$ cat src/rtl/adc_burst_pkg.sv
package adc_burst_pkg;
  parameter int unsigned DEF_NUM_CH = 8;
  parameter int unsigned DEF_CH_W   = 16;

  function automatic int unsigned frame_bits(input int unsigned nch, input int unsigned cw);
    return nch * cw;
  endfunction
endpackage

$ cat src/rtl/adc_drdy_trigger.sv
module adc_drdy_trigger (
  input  logic clk,
  input  logic rst,
  input  logic drdy_n,
  input  logic busy,
  output logic start
);
  logic drdy_q;

  always_ff @(posedge clk) begin
    if (rst) drdy_q <= 1'b1;
    else     drdy_q <= drdy_n;
  end

  // falling edge seen only while no burst is running
  assign start = drdy_q & ~drdy_n & ~busy;
endmodule

$ cat src/rtl/adc_sclk_gate.sv
module adc_sclk_gate (
  input  logic clk,
  input  logic rst,
  input  logic run,
  output logic gate_en,
  output logic sclk,
  output logic cs_n
);
  // enable and select move on the falling edge, so they change only while clk is low
  always_ff @(negedge clk) begin
    if (rst) begin
      gate_en <= 1'b0;
      cs_n    <= 1'b1;
    end else begin
      gate_en <= run;
      cs_n    <= ~run;
    end
  end

  assign sclk = clk & gate_en;
endmodule

$ cat src/rtl/adc_frame_shifter.sv
module adc_frame_shifter #(
  parameter int unsigned FRAME_BITS = 128
) (
  input  logic                  clk,
  input  logic                  rst,
  input  logic                  start,
  input  logic                  gate_en,
  input  logic                  sdata,
  output logic                  run,
  output logic                  done,
  output logic [FRAME_BITS-1:0] frame_next
);
  localparam int unsigned CNT_W = (FRAME_BITS > 1) ? $clog2(FRAME_BITS) : 1;
  localparam logic [CNT_W-1:0] LAST = CNT_W'(FRAME_BITS - 1);

  logic [CNT_W-1:0]      bit_cnt;
  logic [FRAME_BITS-2:0] shreg;

  assign done       = gate_en & (bit_cnt == LAST);
  assign frame_next = {shreg, sdata};

  always_ff @(posedge clk) begin
    if (rst) begin
      run     <= 1'b0;
      bit_cnt <= '0;
      shreg   <= '0;
    end else begin
      if (start) begin
        run     <= 1'b1;
        bit_cnt <= '0;
      end else if (done) begin
        run     <= 1'b0;
        bit_cnt <= '0;
      end else if (gate_en) begin
        bit_cnt <= bit_cnt + 1'b1;
      end
      if (gate_en) shreg <= frame_next[FRAME_BITS-2:0];
    end
  end
endmodule

$ cat src/rtl/adc_channel_regs.sv
module adc_channel_regs #(
  parameter int unsigned NUM_CH = 8,
  parameter int unsigned CH_W   = 16
) (
  input  logic                     clk,
  input  logic                     rst,
  input  logic                     load,
  input  logic [NUM_CH*CH_W-1:0]   frame_in,
  output logic [NUM_CH*CH_W-1:0]   ch_data,
  output logic                     frame_valid
);
  localparam int unsigned FB = NUM_CH * CH_W;

  genvar k;
  generate
    for (k = 0; k < NUM_CH; k++) begin : g_ch
      // channel 0 arrives first, so it sits at the top of the received word
      always_ff @(posedge clk) begin
        if (rst)       ch_data[k*CH_W +: CH_W] <= '0;
        else if (load) ch_data[k*CH_W +: CH_W] <= frame_in[FB-1-k*CH_W -: CH_W];
      end
    end
  endgenerate

  always_ff @(posedge clk) begin
    if (rst) frame_valid <= 1'b0;
    else     frame_valid <= load;
  end
endmodule

$ cat src/rtl/adc_burst_reader.sv
module adc_burst_reader
  import adc_burst_pkg::*;
#(
  parameter int unsigned NUM_CH = DEF_NUM_CH,
  parameter int unsigned CH_W   = DEF_CH_W
) (
  input  logic                   clk,
  input  logic                   rst,
  input  logic                   drdy_n,
  input  logic                   sdata,
  output logic                   sclk,
  output logic                   cs_n,
  output logic [NUM_CH*CH_W-1:0] ch_data,
  output logic                   frame_valid
);
  localparam int unsigned FB = frame_bits(NUM_CH, CH_W);

  logic run, start, done, gate_en;
  logic [FB-1:0] frame_next;

  adc_drdy_trigger u_trig (
    .clk(clk), .rst(rst), .drdy_n(drdy_n), .busy(run), .start(start)
  );

  adc_sclk_gate u_gate (
    .clk(clk), .rst(rst), .run(run), .gate_en(gate_en), .sclk(sclk), .cs_n(cs_n)
  );

  adc_frame_shifter #(.FRAME_BITS(FB)) u_shift (
    .clk(clk), .rst(rst), .start(start), .gate_en(gate_en), .sdata(sdata),
    .run(run), .done(done), .frame_next(frame_next)
  );

  adc_channel_regs #(.NUM_CH(NUM_CH), .CH_W(CH_W)) u_regs (
    .clk(clk), .rst(rst), .load(done), .frame_in(frame_next),
    .ch_data(ch_data), .frame_valid(frame_valid)
  );
endmodule

$ cat config.mk
export PLATFORM = sky130hd
export DESIGN_NAME = adc_burst_reader
export DESIGN_NICKNAME = d
export VERILOG_FILES = /design/src/rtl/adc_burst_pkg.sv /design/src/rtl/adc_drdy_trigger.sv /design/src/rtl/adc_sclk_gate.sv /design/src/rtl/adc_frame_shifter.sv /design/src/rtl/adc_channel_regs.sv /design/src/rtl/adc_burst_reader.sv
export SDC_FILE = /design/constraint.sdc
export NUM_CORES = 1
export LEC_CHECK = 0
export BUFFER_PORTS_ARGS = -buffer_cell sky130_fd_sc_hd__buf_2
export CAP_MARGIN = 15
export CORE_ASPECT_RATIO = 0.5
export CORE_MARGIN = 3
export CORE_UTILIZATION = 40
export DETAILED_ROUTE_END_ITERATION = 10
export MAX_ROUTING_LAYER = met4
export SYNTH_ARGS = -nofsm -noshare
export SYNTH_HDL_FRONTEND = slang
export SYNTH_SLANG_ARGS = --single-unit
export TNS_END_PERCENT = 100
$ cat constraint.sdc
create_clock -name clk -period 4.6 [get_ports clk]
set_clock_uncertainty 0.1 [all_clocks]
set_input_delay 0.46 -clock clk [delete_from_list [all_inputs] [get_ports clk]]
set_output_delay 0.46 -clock clk [all_outputs]
set_load 0.02 [all_outputs]
==> summary.md <==
| Metric | Value |
|---|---|
| Required @ worst endpoint | 4040 ps |
| Crit. End Element | primary output |
| GP Congestion | 0.750 |
| PD cells | 392 nW/µm² |
| Clock Latency Late Sink | 710 ps |
| Initial DRC count | 361 |
| Initial antenna violation count | 0 |
| Residual DRC count | 0 |
| Ports | 135 |
| Chip height | 118 µm |
| Synth-to-Final Area Change | 15.8% |
| Critical path cell sequence | buf_6 -> and2_1 -> buf_2 |
| Final core utilization | 0.479 |
| Die X | 231 µm |
| Yosys top cell area share | 0.529 |
| PortBufs | 134 |
| Routed via count | 6902 |
| Worst EP arrival | 3940 ps |
| Via/cell ratio | 4.69 |
| Top-count cell post-synth | dfxtp_1 |
| First-pass GRT wire length | 33200 µm |
| Setup Buffers After CTS | 0 |
| Outcome | completed |
| Remaining antenna violation count | 0 |
| WL final | 19600 µm |
| Fin cells | 1473 |
| Initial Util | 0.414 |
| Top FF cell, synth | dfxtp_1 |
| Number of global-route vias before repair | 6715 |
| CP top delay family | buffers and inverters |
| Hold Crit Class | in -> reg |
| Syn avg cell area | 9.96 µm² |
| Ys Warns | 0 |
| Setup TNS | 0 ps |
| N_diodes | 0 |
| Endpoints failing hold | 0 |
| Unrepaired setup endpoints after global routing | no |
| Total placed cells including tap cells | 1423 |
| Crit path max-delay cell type | dfxtp_4 |
| Seq/Total Area, Yosys | 0.529 |
| Yosys top cell by area | dfxtp_1 |
| Crit-path max FO | 17 |
| Crit start category | register |
| Top post-synthesis cells by count | dfxtp_1 (267), nand2_1 (261), mux2i_1 (256), nor2_1 (132), clkbuf_1 (36) |
| Cells after Synth | 1014 |
| Post-synthesis net count | 1019 |
| Final Max Tran Viols | 0 |
| Power Total | 4.59 mW |
| Core ar. | 24400 µm² |
| CP Buf/Inv Count | 2 |
| FFs w/ async S/R, synth | 0 |
| GRT Overall Usage | 0.147 |
| Pleak | 4.32 nW |
| Crit-path max cell delay | 350 ps |
| Drt pass-1 iters | 4 |
| EDFF count, synth | 0 |
| Clock-pin transition on the worst setup and hold timing paths | 60 ps |
| GR Overflow Total | 0 |
| Pin count of the biggest net entering global routing | 124 |
| # setup viols final | 0 |
| Mapped Area | 10100 µm² |
| Peak VDD IR | 0.000220 V |
| Flops & latches, synth | 267 |
| Share of cells above drive strength 1 | 0.168 |
| Final net count | 1125 |
| Wirelength per Cell | 13.3 µm |
| Max-slew headroom | 0.415 |
| Synth unique cells | 27 |
| Maxcap violations | 0 |
| Site Rows | 40 |
| Die area | 27300 µm² |
| Top cells by area, synth | dfxtp_1 (53%), mux2i_1 (25%), nand2_1 (9.7%), nor2_1 (4.9%), buf_12 (2.6%) |
| Detailed placer's ending HPWL | 12400 µm |
| CP Class | reg -> out |
| Worst Tran Pin Value | 877 ps |
| CTS tree | done |
[placed cells by master (no fill, tap or decap), types with 2 or more instances in the layout]
| cell type | count |
|---|---|
| buf_2 | 133 |
| nand2_1 | 261 |
| clkbuf_16 | 28 |
| bufinv_16 | 2 |
| inv_1 | 3 |
| clkinv_2 | 5 |
| clkbuf_1 | 7 |
| buf_12 | 4 |
| buf_4 | 8 |
| clkbuf_8 | 2 |
| or3_1 | 2 |
| mux2i_1 | 256 |
| o21ai_0 | 3 |
| a21oi_1 | 3 |
| dfxtp_1 | 266 |
| xor2_1 | 3 |
| nand4_1 | 2 |
| nor2_1 | 132 |
| dlygate4sd3_1 | 2 |
[tightest hold or removal path, stage by stage]
cell     delay, ps
buf_4          120
inv_8          130
nand2_1         90
mux2i_1         60
[sequential cells by signal (all words and copies together), names as in the netlist]
name / cells
u_regs.ch_data: 128
u_shift.shreg: 127
u_shift.bit_cnt: 7
u_gate.cs_n: 1
u_gate.gate_en: 1
u_regs.frame_valid: 1
u_shift.run: 1
u_trig.drdy_q: 1
[worst paths after layout]
kind,slack (ps),startpoint,depth (start not counted),endpoint
worst max-delay path,100,u_gate.gate_en,3,sclk
worst min-delay path,190,rst,4,u_regs.ch_data[103]
worst max register to register,620,u_gate.gate_en,4,u_shift.shreg[91]
worst min register to register,360,u_regs.ch_data[6],2,u_regs.ch_data[6]
[per-layer routing]
layer,part of all wire,global-route usage
met5,0,-
met2,0.47,0.239
met4,0.020,0.0371
met1,0.48,0.185
met3,0.034,0.0344
[cell families (layout without fill, tap and decap cells)]
kind of cell / Yosys count / count (layout) / share of synthesized area
simple gates: 404 / 404 / 0.155
flops: 267 / 267 / 0.529
mux: 256 / 256 / 0.254
buf+inv: 75 / 198 / 0.0539
compound gates: 7 / 7 / 0.00372
xor+xnor: 4 / 4 / 0.00347
fa+ha+maj: 1 / 1 / 0.00124
[timing repair]
action / 4_1_cts / 5_1_grt
resized for setup: 0 / 1
endpoints found under the setup margin: 0 / 2
hold buffers: 2 / 0
endpoints found under the hold margin: 3 / 0
[metrics by stage]
stage	hold slack, ps	setup WS (ps)	area [µm²]
after global placement	345	669	10800
after detailed placement	345	644	10800
final	188	102	11700
after floorplan	337	660	10100
after global routing	199	61.9	11700
after CTS	169	5.46	11700
[final cells by class]
cell class                      instances  area, µm²
Inverter                                2       15.0
Sequential cell                       267       5350
Multi-Input combinational cell        672       4210
Clock buffer                           38        759
Timing Repair Buffer                  147        832
Clock inverter                         11        114
Fill cell                            2359      12700
Tap cell                              336        420
[where the power goes]
group	internal, mW	switching (mW)
registers	2.31	0.00231
logic	0.0383	0.0857
clock network	1.26	0.887
Power figures use the tool's default switching activity.
